## src/rtl/fcs_pkg.sv

```systemverilog
package fcs_pkg;
    localparam logic [1:0] A_CMD  = 2'd0;
    localparam logic [1:0] A_DATA = 2'd1;
    localparam logic [1:0] A_CTRL = 2'd2;

    localparam int START_BIT = 16;
    localparam int BUSY_BIT  = 17;
    localparam int MAX_TX    = 8;
    localparam int MAX_RX    = 4;
    localparam int BITW      = 7;   // bit index width, up to 96 bits per frame

    typedef enum logic [1:0] {ST_IDLE, ST_SHIFT, ST_GAP} phase_e;

    typedef struct packed {
        logic [3:0] txc;
        logic [2:0] rxc;
        logic [1:0] mode;
        logic       slave;
    } ctrl_t;

    function automatic ctrl_t ctrl_unpack(input logic [31:0] w);
        ctrl_t c;
        c.txc   = w[3:0];
        c.rxc   = w[10:8];
        c.mode  = w[21:20];
        c.slave = w[24];
        return c;
    endfunction

    function automatic logic [31:0] ctrl_pack(input ctrl_t c, input logic busy);
        logic [31:0] w;
        w           = '0;
        w[3:0]      = c.txc;
        w[10:8]     = c.rxc;
        w[BUSY_BIT] = busy;
        w[21:20]    = c.mode;
        w[24]       = c.slave;
        return w;
    endfunction

    function automatic logic ctrl_legal(input ctrl_t c);
        return (c.mode == 2'd0) && !c.slave && (c.txc != 4'd0) &&
               (c.txc <= 4'(MAX_TX)) && (c.rxc <= 3'(MAX_RX));
    endfunction

    // Serial order, first bit at [63]
    function automatic logic [63:0] tx_order(input logic [31:0] cmd, input logic [31:0] data);
        return {cmd[7:0], cmd[31:24], cmd[23:16], cmd[15:8],
                data[7:0], data[15:8], data[23:16], data[31:24]};
    endfunction

    function automatic logic [BITW-1:0] frame_bits(input ctrl_t c);
        logic [3:0] bytes;
        bytes = c.txc + {1'b0, c.rxc};
        return {bytes, 3'b000};
    endfunction
endpackage

```

## src/rtl/fcs_regs.sv

```systemverilog
module fcs_regs
    import fcs_pkg::*;
(
    input  logic            clk,
    input  logic            rst,
    input  logic            reg_we,
    input  logic [1:0]      reg_addr,
    input  logic [31:0]     reg_wdata,
    output logic [31:0]     reg_rdata,
    input  logic            busy,
    input  logic            rx_valid,
    input  logic [1:0]      rx_lane,
    input  logic [7:0]      rx_byte,
    output logic            launch,
    output logic [63:0]     stream,
    output logic [BITW-1:0] tx_bits,
    output logic [BITW-1:0] total_bits
);
    logic [31:0] cmd_q;
    logic [31:0] data_q;
    ctrl_t       ctrl_q;
    ctrl_t       ctrl_in;
    logic        wr_ok;

    assign wr_ok      = reg_we && !busy;
    assign ctrl_in    = ctrl_unpack(reg_wdata);
    assign launch     = wr_ok && (reg_addr == A_CTRL) && reg_wdata[START_BIT] && ctrl_legal(ctrl_in);
    assign stream     = tx_order(cmd_q, data_q);
    assign tx_bits    = {ctrl_in.txc, 3'b000};
    assign total_bits = frame_bits(ctrl_in);

    always_ff @(posedge clk) begin
        if (rst) begin
            cmd_q  <= '0;
            data_q <= '0;
            ctrl_q <= '0;
        end else begin
            if (wr_ok && reg_addr == A_CMD)
                cmd_q <= reg_wdata;
            if (wr_ok && reg_addr == A_CTRL)
                ctrl_q <= ctrl_in;
            if (wr_ok && reg_addr == A_DATA)
                data_q <= reg_wdata;
            else if (rx_valid)
                data_q[{rx_lane, 3'b000} +: 8] <= rx_byte;
        end
    end

    always_comb begin
        case (reg_addr)
            A_CMD:   reg_rdata = cmd_q;
            A_DATA:  reg_rdata = data_q;
            A_CTRL:  reg_rdata = ctrl_pack(ctrl_q, busy);
            default: reg_rdata = '0;
        endcase
    end

    // while busy only received bytes may change the registers
    a_r12_frozen_while_busy: assert property (@(posedge clk) disable iff (rst)
        (busy && !rx_valid) |=> ($stable(data_q) && $stable(cmd_q) && $stable(ctrl_q)));
endmodule

```

## src/rtl/fcs_sck_gen.sv

```systemverilog
module fcs_sck_gen #(
    parameter int DIV = 4
) (
    input  logic clk,
    input  logic rst,
    input  logic run,
    output logic sck,
    output logic rise,
    output logic fall
);
    localparam int HALF = DIV / 2;
    localparam int CW   = (HALF > 1) ? $clog2(HALF) : 1;

    logic [CW-1:0] cnt;
    logic          tick;

    assign tick = run && (cnt == CW'(HALF - 1));
    assign rise = tick && !sck;
    assign fall = tick && sck;

    always_ff @(posedge clk) begin
        if (rst) begin
            cnt <= '0;
            sck <= 1'b0;
        end else if (!run) begin
            cnt <= '0;
            sck <= 1'b0;
        end else begin
            cnt <= tick ? '0 : cnt + 1'b1;
            if (tick)
                sck <= ~sck;
        end
    end

    // clock returns low and stays low once the shifter stops
    a_r7_sck_idle_low: assert property (@(posedge clk) disable iff (rst)
        !run |=> !sck);
endmodule

```

## src/rtl/fcs_shifter.sv

```systemverilog
module fcs_shifter
    import fcs_pkg::*;
#(
    parameter int DIV = 4
) (
    input  logic            clk,
    input  logic            rst,
    input  logic            launch,
    input  logic [63:0]     stream,
    input  logic [BITW-1:0] tx_bits,
    input  logic [BITW-1:0] total_bits,
    input  logic            sck,
    input  logic            rise,
    input  logic            fall,
    input  logic            miso,
    output logic            running,
    output logic            cs_n,
    output logic            mosi,
    output logic            busy,
    output logic            rx_valid,
    output logic [1:0]      rx_lane,
    output logic [7:0]      rx_byte
);
    localparam int GW = (DIV > 1) ? $clog2(DIV) : 1;

    phase_e          st;
    logic [63:0]     sh;
    logic [BITW-1:0] idx;
    logic [BITW-1:0] txb;
    logic [BITW-1:0] totb;
    logic [7:0]      rsh;
    logic [GW-1:0]   gap;
    logic            in_rx;
    logic [4:0]      rxoff;

    assign in_rx   = idx >= txb;
    assign rxoff   = idx[4:0] - txb[4:0];
    assign running = (st == ST_SHIFT);
    assign cs_n    = (st != ST_SHIFT);
    assign busy    = (st != ST_IDLE);
    assign mosi    = running && !in_rx && sh[63];

    always_ff @(posedge clk) begin
        if (rst) begin
            st       <= ST_IDLE;
            sh       <= '0;
            idx      <= '0;
            txb      <= '0;
            totb     <= '0;
            rsh      <= '0;
            gap      <= '0;
            rx_valid <= 1'b0;
            rx_lane  <= '0;
            rx_byte  <= '0;
        end else begin
            rx_valid <= 1'b0;
            case (st)
                ST_IDLE: begin
                    if (launch) begin
                        st   <= ST_SHIFT;
                        sh   <= stream;
                        idx  <= '0;
                        txb  <= tx_bits;
                        totb <= total_bits;
                    end
                end
                ST_SHIFT: begin
                    if (rise && in_rx) begin
                        rsh <= {rsh[6:0], miso};
                        if (rxoff[2:0] == 3'd7) begin
                            rx_valid <= 1'b1;
                            rx_byte  <= {rsh[6:0], miso};
                            rx_lane  <= rxoff[4:3];
                        end
                    end
                    if (fall) begin
                        sh <= {sh[62:0], 1'b0};
                        if (idx == totb - 1'b1) begin
                            st  <= ST_GAP;
                            gap <= '0;
                        end else begin
                            idx <= idx + 1'b1;
                        end
                    end
                end
                default: begin
                    if (gap == GW'(DIV - 1))
                        st <= ST_IDLE;
                    else
                        gap <= gap + 1'b1;
                end
            endcase
        end
    end

    // MOSI holds through every high phase of SCK
    a_r7_mosi_hold: assert property (@(posedge clk) disable iff (rst)
        (sck && $past(sck)) |-> $stable(mosi));
    // SCK is low whenever chip select is inactive
    a_r7_sck_low_deselected: assert property (@(posedge clk) disable iff (rst)
        cs_n |-> !sck);
    // chip select never pulses low right after it rises
    a_r8_cs_gap: assert property (@(posedge clk) disable iff (rst)
        $rose(cs_n) |=> cs_n);
endmodule

```

## src/rtl/flash_cmd_spi.sv

```systemverilog
module flash_cmd_spi
    import fcs_pkg::*;
#(
    parameter int DIV = 4
) (
    input  logic        clk,
    input  logic        rst,
    input  logic        reg_we,
    input  logic [1:0]  reg_addr,
    input  logic [31:0] reg_wdata,
    output logic [31:0] reg_rdata,
    output logic        spi_sck,
    output logic        spi_cs_n,
    output logic        spi_mosi,
    input  logic        spi_miso
);
    logic            busy;
    logic            launch;
    logic [63:0]     stream;
    logic [BITW-1:0] tx_bits;
    logic [BITW-1:0] total_bits;
    logic            rx_valid;
    logic [1:0]      rx_lane;
    logic [7:0]      rx_byte;
    logic            running;
    logic            rise;
    logic            fall;

    fcs_regs u_regs (
        .clk        (clk),
        .rst        (rst),
        .reg_we     (reg_we),
        .reg_addr   (reg_addr),
        .reg_wdata  (reg_wdata),
        .reg_rdata  (reg_rdata),
        .busy       (busy),
        .rx_valid   (rx_valid),
        .rx_lane    (rx_lane),
        .rx_byte    (rx_byte),
        .launch     (launch),
        .stream     (stream),
        .tx_bits    (tx_bits),
        .total_bits (total_bits)
    );

    fcs_sck_gen #(.DIV(DIV)) u_sck (
        .clk  (clk),
        .rst  (rst),
        .run  (running),
        .sck  (spi_sck),
        .rise (rise),
        .fall (fall)
    );

    fcs_shifter #(.DIV(DIV)) u_shift (
        .clk        (clk),
        .rst        (rst),
        .launch     (launch),
        .stream     (stream),
        .tx_bits    (tx_bits),
        .total_bits (total_bits),
        .sck        (spi_sck),
        .rise       (rise),
        .fall       (fall),
        .miso       (spi_miso),
        .running    (running),
        .cs_n       (spi_cs_n),
        .mosi       (spi_mosi),
        .busy       (busy),
        .rx_valid   (rx_valid),
        .rx_lane    (rx_lane),
        .rx_byte    (rx_byte)
    );

    // busy only rises after a legal control write with start set
    a_r10_busy_needs_start: assert property (@(posedge clk) disable iff (rst)
        $rose(busy) |-> $past(reg_we && reg_addr == A_CTRL && reg_wdata[START_BIT]));
    a_r11_busy_needs_legal: assert property (@(posedge clk) disable iff (rst)
        $rose(busy) |-> $past(ctrl_legal(ctrl_unpack(reg_wdata))));
endmodule

```

## config.mk

```make
export PLATFORM = sky130hd
export DESIGN_NAME = flash_cmd_spi
export DESIGN_NICKNAME = d
export VERILOG_FILES = /design/src/rtl/fcs_pkg.sv /design/src/rtl/fcs_regs.sv /design/src/rtl/fcs_sck_gen.sv /design/src/rtl/fcs_shifter.sv /design/src/rtl/flash_cmd_spi.sv
export SDC_FILE = /design/constraint.sdc
export NUM_CORES = 1
export LEC_CHECK = 0
export ABC_AREA = 0
export BUFFER_PORTS_ARGS = -buffer_cell sky130_fd_sc_hd__buf_2
export CORE_AREA = 2 2 124 126
export DETAILED_ROUTE_END_ITERATION = 8
export DIE_AREA = 0 0 126 128
export PLACE_DENSITY = 0.75
export SYNTH_ARGS = -nofsm -noshare
export SYNTH_HDL_FRONTEND = slang
export SYNTH_SLANG_ARGS = --single-unit
```

## constraint.sdc

```tcl
create_clock -name clk -period 5.1 [get_ports clk]
set_input_delay 1.02 -clock clk [delete_from_list [all_inputs] [get_ports clk]]
set_output_delay 1.02 -clock clk [all_outputs]
set_load 0.1 [all_outputs]
```

==> run_results.csv, run 1 <==
group,metric,value,unit
status,status,"finished clean",
finish,register_area,3543,sq um
floorplan,die-area,16130,sq um
power,pwr_density_cell,333.1,nW/um^2
finish,finalInstanceArea,9160,sq um
power,ir_drop,246.6,uV
timing,grt_setup_unrepaired,"false",
worst_hold_path,hold_path.class,"reg2reg",
synth,yosys-top-cells-area,"dfxtp_1 (44%), nand2_1 (12%), mux2i_1 (7.6%)",
synth,synthFlopType,"dfxtp_1",
clocking,cts.hold.buffers_added,0,
synth,synth_warnings,0,
synth,yosys_register_bits,177,
timing,finClkSkew,9.240,ps
clocking,cts_sinks,177,
synth,synth-edff-count,0,
finish,final_cells,1231,
synth,syn_avg_cell_area,8.117,sq um
timing,period_needed,3660,ps
synth,synth_fp_nets,1058,
critical_path,reg2regPathDepth,6,
synth,synth_xor_area_share,1.154,%
synth,synthCells,1002,
synth,synth_compound_area_share,15.83,%
critical_path,crit_required,4080,ps
synth,synth_top_area_cell,"dfxtp_1",
drt,drt_iter0_markers,762,
clocking,cts_resized,0,
synth,synthAdderAreaFrac,2.954,%
critical_path,crit_path_end_kind,"primary output",
finish,fin_util,61.62,%
finish,nFillCells,1321,
clocking,numCtsBuffers,17,
floorplan,ios,73,
critical_path,r2r_start,"u_shift.st[0]$_SDFFE_PP0P_",
synth,synthSimpleGateAreaFrac,23.71,%
critical_path,crit_arrival,2640,ps
drt,antenna_left,0,
timing,setup_violations,0,
clocking,cts_buffer_depth,2,
synth,synth.top_cell.area_share,43.57,%
timing,period_share,71.77,%
drt,via_per_inst,5.850,
floorplan,start_util,54.71,%
timing,fmax,0.2732,GHz
power,p_leak,3.219,nW
finish,nets,1086,
critical_path,path_max_fanout,36,
synth,post-synth-top-count-cell,"nand2_1",
synth,syn-cell-area,8133,sq um
timing,worstMarginPinSlew,1026,ps
clocking,cts-htree-levels,4,
drt,wl_per_cell,17.46,um
finish,area_growth,12.63,%
critical_path,startpoint_type,"input port",
floorplan,coreArea,14860,sq um
finish,antenna_cells,0,
placed_design,dpl.hpwl,14.10,mm
placed_design,placed_cells,1199,
finish,drive_gt1_share,13.42,%
global_routing,grtUsageTotal,27.25,%
synth,ys_top_cells_by_count,"nand2_1 (264), dfxtp_1 (177), nor2_1 (128), mux2i_1 (62), clkbuf_1 (54)",
floorplan,die_w,126,um
global_routing,grt.overflow.total,0,
floorplan,num_rows,45,
timing,drv_slew,0,
global_routing,grt_pass1_vias,6716,
drt,drt_first_pass_iters,5,
drt,num_vias,7201,
clocking,postCtsSetupBuffers,0,
placed_design,gp_congestion,0.8383,
global_routing,grt_pass1_wl,34.95,mm
worst_hold_path,min_from,"u_shift.sh[51]$_SDFFE_PP0P_",
critical_path,rrSetupSlack,2540,ps
clocking,clock-root-buffer,"clkbuf_16",
clocking,clock_latency,430,ps
finish,multi_input_area,4212,sq um
placed_design,post_dp_cell_area,8529,sq um
synth,seq_area_frac_synth,43.57,%
drt,drc_errors,0,
floorplan,die_h,128,um
placed_design,io_buffers,72,
synth,synthDistinctLibCells,49,
worst_hold_path,min_to,"u_shift.sh[52]$_SDFFE_PP0P_",
synth,synth_top_family_by_area,"simple AND/OR/NAND/NOR gates",
timing,fin_tns_setup,0,ps
flow_run,drv.max_cap_violation_count,0,
timing,hold_viol_final,0,
drt,wl,21.49,mm
synth,async_flop_share,0,%
timing,hold_ws,476.0,ps
critical_path,r2r_end,"u_shift.sh[28]$_SDFFE_PP0P_",
worst_hold_path,holdPathStages,2,
critical_path,path_class,"in2out",
synth,synth_mux_area_share,7.908,%
global_routing,antenna_found_initial,0,
global_routing,grt_max_degree,93,
timing,relSlewSlack,31.62,%
clocking,clk_transition_reported_paths,60,ps
clocking,cts_tree,"built",
cell usage in the layout, fill, tap and decap left out, types with 3 or more instances in the layout:
| cell | Yosys | layout |
|---|---|---|
| nand3_1 | 26 | 26 |
| bufinv_16 | 0 | 4 |
| nand4_1 | 4 | 4 |
| inv_6 | 0 | 4 |
| inv_1 | 15 | 15 |
| buf_2 | 17 | 71 |
| mux2i_1 | 62 | 62 |
| a221oi_1 | 17 | 17 |
| nor2_1 | 128 | 128 |
| xnor2_1 | 6 | 6 |
| clkbuf_16 | 0 | 17 |
| a32o_1 | 3 | 3 |
| a21oi_1 | 39 | 39 |
| ha_1 | 16 | 16 |
| nor3_1 | 25 | 24 |
| a31oi_1 | 16 | 16 |
| clkinvlp_4 | 0 | 3 |
| nand2b_1 | 3 | 3 |
| a311oi_1 | 52 | 52 |
| and2_1 | 3 | 3 |
| o21ai_0 | 18 | 18 |
| a311oi_2 | 11 | 11 |
| dfxtp_1 | 177 | 177 |
| nor2b_1 | 6 | 5 |
| buf_4 | 1 | 16 |
| nand2_1 | 264 | 264 |
report_power, final:
part	leakage (nW)	switching (mW)	internal, mW
clock network	0.301	0.578	0.826
logic	1.49	0.161	0.0607
registers	1.43	0.0197	1.41
cells by family after synthesis:
| logic type | after synthesis |
|---|---|
| multiplexers | 64 |
| XOR/XNOR | 9 |
| flip-flops | 177 |
| AO/OA/AOI/OAI | 167 |
| buffers and inverters | 95 |
| adder cells (fa/ha/maj) | 18 |
| AND/OR/NAND/NOR | 472 |
critical path: stages:
cell,delay [ps]
buf_2,390
nor2b_1,410
buf_4,230
nand2_1,60
o21ai_0,70
buf_2,440
metrics by stage:
stage / worst slack, ps / power [mW]
after floorplan: 246.1 / 1.611
after detailed placement: 1411 / 1.676
after global routing: 1286 / 3.140
after CTS: 1475 / 3.057
final: 1440 / 3.051
after global placement: 1518 / 1.673
flip-flops by register name (all words and copies together) (netlist names), 4 cells and up:
register         count
u_regs.cmd_q        32
u_regs.ctrl_q       10
u_regs.data_q       32
u_shift.idx          7
u_shift.rsh          7
u_shift.rx_byte      8
u_shift.sh          64
u_shift.totb         4
u_shift.txb          4
routing by layer:
metal	track usage (%)	vias to the layer above	routed length [um]	part of all wire, %
li1	-	3522	-	-
met1	35.85	3424	9598	45
met2	44.50	216	10240	48
met3	5.634	39	1114	5.2
met4	10.02	0	538	2.5
met5	0	-	0	0
worst max-delay path by stage:
stage / from / endpoint / slack (ps) / depth (start not counted)
floorplan: reg_addr[1] / reg_rdata[10] / 250 / 4
global placement: reg_addr[1] / reg_rdata[21] / 1520 / 4
detailed placement: reg_addr[1] / u_shift.sh[38]$_SDFFE_PP0P_ / 1410 / 8
CTS: reg_addr[1] / reg_rdata[10] / 1480 / 6
global route: reg_addr[1] / reg_rdata[0] / 1290 / 6
finish: reg_addr[1] / reg_rdata[10] / 1440 / 6
final cells by class:
class / instances / share of cell area [%]
well taps: 188 / 2.568
repair buffers: 87 / 5.191
flip-flops and latches: 177 / 38.68
inverters: 17 / 0.6966
clock inverters: 15 / 2.240
clock buffers: 17 / 4.644
multi-input cells: 730 / 45.98
Power figures use the tool's default switching activity.
==> run 2, diff against run 1 <==
- ABC_AREA: 0 -> 1
- CORE_AREA: 2 2 124 126 -> 2 2 127 129
- DIE_AREA: 0 0 126 128 -> 0 0 129 131
- clock period: 5.1 -> 3.25 ns (I/O delays scaled with it)
==> run_results.csv, run 2 <==
group,metric,value,unit
floorplan,start_util,52.66,%
timing,drv_slew,0,
floorplan,die_h,131,um
finish,final_common_cell,"nand2_1",
synth,yosys-top-cells-area,"dfxtp_1 (43%), o21ai_0 (11%), nand2_1 (11%)",
global_routing,grt_pass1_vias,7446,
floorplan,die-area,16900,sq um
drt,via_per_inst,5.601,
critical_path,endpoint,"spi_mosi",
flow_run,drv.max_cap_violation_count,0,
synth,synthCells,1156,
global_routing,antenna_found_initial,0,
critical_path,r2r_start,"u_shift.idx[3]$_SDFFE_PP0P_",
synth,synth_fp_nets,1212,
synth,syn-cell-area,8214,sq um
timing,relSlewSlack,37.50,%
clocking,postCtsSetupBuffers,0,
timing,period_needed,2710,ps
critical_path,rrSetupSlack,710,ps
global_routing,grt.overflow.total,0,
synth,async_flop_share,0,%
floorplan,num_rows,46,
timing,hold_viol_final,0,
timing,finClkSkew,7.532,ps
drt,drc_errors,0,
clocking,clk_transition_reported_paths,70,ps
finish,largest_register_ffs,64,
synth,synthDistinctLibCells,36,
power,ir_drop,377.1,uV
global_routing,grt_pass1_wl,38.17,mm
drt,drt_first_pass_iters,5,
finish,mostFrequentLayoutCells,"nand2_1 (234), o21ai_0 (186), dfxtp_1 (177)",
finish,finalInstanceArea,9889,sq um
timing,worstMarginPinSlew,937.5,ps
synth,seq_area_frac_synth,43.14,%
finish,top_register,"u_shift.sh",
synth,syn_avg_cell_area,7.106,sq um
synth,synth_warnings,0,
critical_path,reg2regPathDepth,11,
finish,antenna_cells,0,
clocking,cts-htree-levels,4,
timing,grt_setup_unrepaired,"false",
timing,setup_violations,0,
floorplan,coreArea,15600,sq um
critical_path,crit_required,2600,ps
timing,fmax,0.3690,GHz
synth,synthFlopType,"dfxtp_1",
critical_path,startpoint_type,"register",
clocking,clock_latency,440,ps
drt,antenna_left,0,
floorplan,die_w,129,um
placed_design,post_dp_cell_area,9236,sq um
clocking,cts.hold.buffers_added,0,
global_routing,grt_max_degree,133,
placed_design,dpl.hpwl,16.26,mm
synth,synth.top_cell.area_share,43.14,%
critical_path,crit_arrival,2060,ps
clocking,clock-root-buffer,"clkbuf_16",
clocking,cts_sinks,177,
drt,wl,23.72,mm
finish,drive_gt1_share,11.93,%
drt,wl_per_cell,16.67,um
synth,ys_top_cells_by_count,"nand2_1 (234), o21ai_0 (186), dfxtp_1 (177), nor2_1 (152), inv_1 (101)",
drt,drt_iter0_markers,887,
critical_path,path_max_fanout,27,
finish,area_growth,20.40,%
placed_design,io_buffers,72,
finish,nets,1250,
synth,post-synth-top-count-cell,"nand2_1",
clocking,cts_buffer_depth,2,
power,pwr_density_cell,503.5,nW/um^2
synth,synth_top_area_cell,"dfxtp_1",
placed_design,gp_congestion,0.9603,
synth,synth-edff-count,0,
floorplan,ios,73,
power,p_leak,4.068,nW
timing,period_share,83.38,%
clocking,cts_resized,0,
power,p_total,4.979,mW
clocking,cts_tree,"built",
worst_hold_path,hold_path.class,"reg2reg",
critical_path,path_class,"reg2out",
synth,yosys_register_bits,177,
critical_path,crit_path_end_kind,"primary output",
drt,num_vias,7970,
global_routing,grtUsageTotal,29.05,%
critical_path,cp-startpoint,"u_shift.st[0]$_SDFFE_PP0P_",
status,status,"finished clean",
finish,largest_registers,"u_shift.sh (64), u_regs.cmd_q (32), u_regs.data_q (32)",
critical_path,r2r_end,"u_shift.rx_byte[7]$_SDFFE_PP0P_",
clocking,numCtsBuffers,17,
finish,fin_util,63.40,%
run 2: cell families (layout without fill, tap and decap cells):
family / after synthesis / in the layout / share of synthesized area (%)
AO/OA/AOI/OAI: 336 / 336 / 22.79
XOR/XNOR: 3 / 3 / 0.3199
buffers and inverters: 172 / 223 / 8.545
AND/OR/NAND/NOR: 450 / 450 / 22.28
adder cells (fa/ha/maj): 18 / 18 / 2.925
flip-flops: 177 / 177 / 43.14
run 2: per-layer routing:
layer | share of wire [%] | track usage, % | up-vias
met3 | 7.0 | 4.927 | 79
met4 | 4.8 | 16.75 | 0
met2 | 45 | 45.63 | 326
li1 | - | - | 3897
met1 | 43 | 38.03 | 3668
met5 | 0 | 0 | -
run 2: layout make-up:
cell class	instances	area, sq um
clock buffer	19	442.9
tap	216	270.3
sequential	177	3543
timing repair buffer	84	983.4
inverter	107	402.9
fill	1364	5708
clock inverter	13	210.2
multi-input combinational	807	4036
run 2: worst min path at each step:
| stage | start | to | slack, ps | cells past startpoint |
|---|---|---|---|---|
| floorplan | u_sck.cnt$_SDFF_PP0_ | u_sck.cnt$_SDFF_PP0_ | 430 | 1 |
| global placement | u_sck.cnt$_SDFF_PP0_ | u_sck.cnt$_SDFF_PP0_ | 440 | 1 |
| detailed placement | u_sck.cnt$_SDFF_PP0_ | u_sck.cnt$_SDFF_PP0_ | 450 | 1 |
| CTS | u_sck.cnt$_SDFF_PP0_ | u_sck.cnt$_SDFF_PP0_ | 460 | 1 |
| global route | u_regs.data_q[11]$_SDFFE_PP0P_ | u_regs.data_q[11]$_SDFFE_PP0P_ | 490 | 2 |
| finish | u_sck.cnt$_SDFF_PP0_ | u_sck.cnt$_SDFF_PP0_ | 460 | 1 |
run 2: critical path, stage by stage (launching register included):
cell	delay, ps
dfxtp_1	450
nand2_2	90
inv_2	380
nand2_1	140
nor2_1	330
buf_12	220
run 2: stage by stage:
step                      setup TNS (ps)  hold WS [ps]  setup WS, ps  cells
final                                  0         460.3         540.3   1423
after CTS                              0         463.3         525.0   1423
after floorplan                    -6203         425.8        -553.0   1156
after global routing                   0         492.3         348.2   1423
after detailed placement               0         447.6         573.6   1391
after global placement                 0         438.3         627.1   1391
run 2: where the power goes:
group	switching (mW)	internal [mW]
registers	0.0219	2.22
clock network	0.881	1.38
logic	0.331	0.147
total	1.23	3.75
==> run 3, diff against run 2 <==
- CORE_AREA: 2 2 127 129 -> 2 2 125 127
- DIE_AREA: 0 0 129 131 -> 0 0 127 129
- PLACE_DENSITY: 0.75 -> 0.74
- clock period: 3.25 -> 2.6 ns (I/O delays scaled with it)
==> run_results.csv, run 3 (synthesis gave the netlist of run 2 again) <==
group,metric,value,unit
status,status,"finished clean",
placed_design,placed_cells,1372,
critical_path,crit_arrival,1970,ps
floorplan,num_rows,45,
global_routing,grt_pass1_wl,37.14,mm
drt,num_vias,7939,
power,p_total,5.935,mW
timing,worstMarginPinSlew,776.2,ps
critical_path,reg2regPathDepth,11,
critical_path,crit_required,2080,ps
power,p_int,4.394,mW
clocking,clk_transition_reported_paths,60,ps
finish,final_common_cell,"nand2_1",
drt,drt_iter0_markers,989,
finish,drive_gt1_share,13.16,%
drt,antenna_left,0,
placed_design,io_buffers,72,
clocking,cts.hold.buffers_added,0,
critical_path,rrSetupSlack,290,ps
timing,finClkSkew,9.884,ps
flow_run,drv.max_cap_violation_count,0,
timing,drv_slew,0,
finish,final_cells,1404,
power,combPwrFrac,10.1,%
finish,top_register,"u_shift.sh",
timing,fin_tns_setup,0,ps
power,p_leak,4.112,nW
timing,period_share,95.95,%
clocking,cts-htree-levels,4,
floorplan,die_w,127,um
timing,setup_violations,0,
critical_path,path_max_fanout,5,
drt,via_per_inst,5.655,
floorplan,die-area,16380,sq um
global_routing,grt_pass1_vias,7364,
global_routing,antenna_found_initial,0,
global_routing,grtUsageTotal,28.74,%
floorplan,start_util,54.85,%
floorplan,die_h,129,um
timing,hold_viol_final,0,
critical_path,max_stage_delay,350,ps
drt,wl_per_cell,16.32,um
power,pwr_density_cell,602.2,nW/um^2
global_routing,met3_usage,5.114,%
critical_path,r2r_start,"u_shift.idx[3]$_SDFFE_PP0P_",
finish,largest_registers,"u_shift.sh (64), u_regs.cmd_q (32), u_regs.data_q (32)",
timing,grt_setup_unrepaired,"false",
finish,nFillCells,1295,
finish,largest_register_ffs,64,
worst_hold_path,hold_path.class,"in2reg",
finish,area_growth,19.97,%
global_routing,grt_max_degree,113,
clocking,cts_buffer_depth,2,
finish,antenna_cells,0,
power,clockPowerShare,42.8,%
placed_design,dpl.hpwl,15.84,mm
global_routing,gr-usage-met2,46.96,%
clocking,cts_sinks,177,
critical_path,path_class,"reg2out",
global_routing,use_met1,37.68,%
timing,relSlewSlack,48.18,%
timing,hold_ws,348.2,ps
drt,wl,22.92,mm
timing,fmax,0.4009,GHz
global_routing,top_usage_layer,"met2",
critical_path,path_cells,"inv_1 -> ha_1 -> fa_1 -> nand3b_1 -> o211ai_1 -> nor2_2 -> buf_12",
timing,fin_ws,105.3,ps
clocking,clock-root-buffer,"clkbuf_16",
placed_design,gp_congestion,0.9604,
placed_design,place_ws,125.8,ps
power,p_sw,1.541,mW
critical_path,cpMaxStageDelayCell,"fa_1",
power,ir_drop,481.4,uV
critical_path,r2r_end,"u_shift.rx_byte[3]$_SDFFE_PP0P_",
floorplan,ios,73,
critical_path,endpoint,"spi_mosi",
clocking,clock_latency,440,ps
floorplan,coreArea,14980,sq um
critical_path,cp-startpoint,"u_shift.idx[3]$_SDFFE_PP0P_",
drt,drc_errors,0,
timing,period_needed,2495,ps
finish,nets,1259,
clocking,numCtsBuffers,17,
power,seq_power_share,47.1,%
power,switching_share,25.97,%
clocking,cts_tree,"built",
critical_path,crit_path_end_kind,"primary output",
critical_path,startpoint_type,"register",
finish,mostFrequentLayoutCells,"nand2_1 (234), dfxtp_1 (176), o21ai_0 (175)",
drt,drt_first_pass_iters,7,
global_routing,grt.overflow.total,0,
[run 3: cell types whose count changed in the layout (fill, tap and decap cells not counted), sizes merged]
cell,change
buf,+9
clkinvlp,-4
bufinv,-3
clkinv,+8
clkbuf,-1
[run 3: what timing repair did]
action,in CTS,in global routing
buffers inserted,0,0
endpoints found under the setup margin,0,9
gates resized for setup,0,2
endpoints found under the hold margin,0,0
[run 3: critical path: cells and delay by family, from the launching register on]
family / cells / cell delay [ps]
and+or+nand+nor: 2 / 240
adders and majority gates: 2 / 550
buffers and inverters: 2 / 250
AOI/OAI and AO/OA: 1 / 150
DFF: 1 / 340
[run 3: per-stage QoR]
stage	utilization, %	cell area (sq um)
floorplan	-	8278
global placement	61.91	9273
detailed placement	61.91	9273
CTS	65.79	9853
global route	65.80	9854
finish	65.80	9854
[run 3: power groups by stage]
stage               clock network [mW]  logic, mW  registers [mW]
floorplan                            0      0.374            2.85
global placement                     0      0.589            2.85
detailed placement                   0      0.594            2.86
CTS                               2.55      0.597            2.79
global route                      2.67      0.644            2.80
finish                            2.54      0.601            2.80
[run 3: area by class of cell]
cell class / instances / area [sq um] / area share (%)
clock inverters: 14 / 141.4 / 1.435
well taps: 188 / 235.2 / 2.387
repair buffers: 93 / 1064 / 10.79
flip-flops and latches: 177 / 3545 / 35.97
multi-input cells: 807 / 4028 / 40.87
clock buffers: 18 / 439.2 / 4.457
inverters: 107 / 402.9 / 4.088
[run 3: worst min-delay path by stage]
stage,start,endpoint,slack (ps),depth (start not counted)
floorplan,u_sck.cnt$_SDFF_PP0_,u_sck.cnt$_SDFF_PP0_,430,1
global placement,u_sck.cnt$_SDFF_PP0_,u_sck.cnt$_SDFF_PP0_,450,1
detailed placement,u_sck.cnt$_SDFF_PP0_,u_sck.cnt$_SDFF_PP0_,450,1
CTS,spi_miso,u_shift.rx_byte[0]$_SDFFE_PP0P_,330,3
global route,spi_miso,u_shift.rx_byte[0]$_SDFFE_PP0P_,340,3
finish,spi_miso,u_shift.rx_byte[0]$_SDFFE_PP0P_,350,3
[run 3: metal layers]
metal,part of all wire (%),vias to the layer above
met5,0,-
met4,3.3,0
met3,6.1,69
met2,47,340
met1,43,3612
li1,-,3918
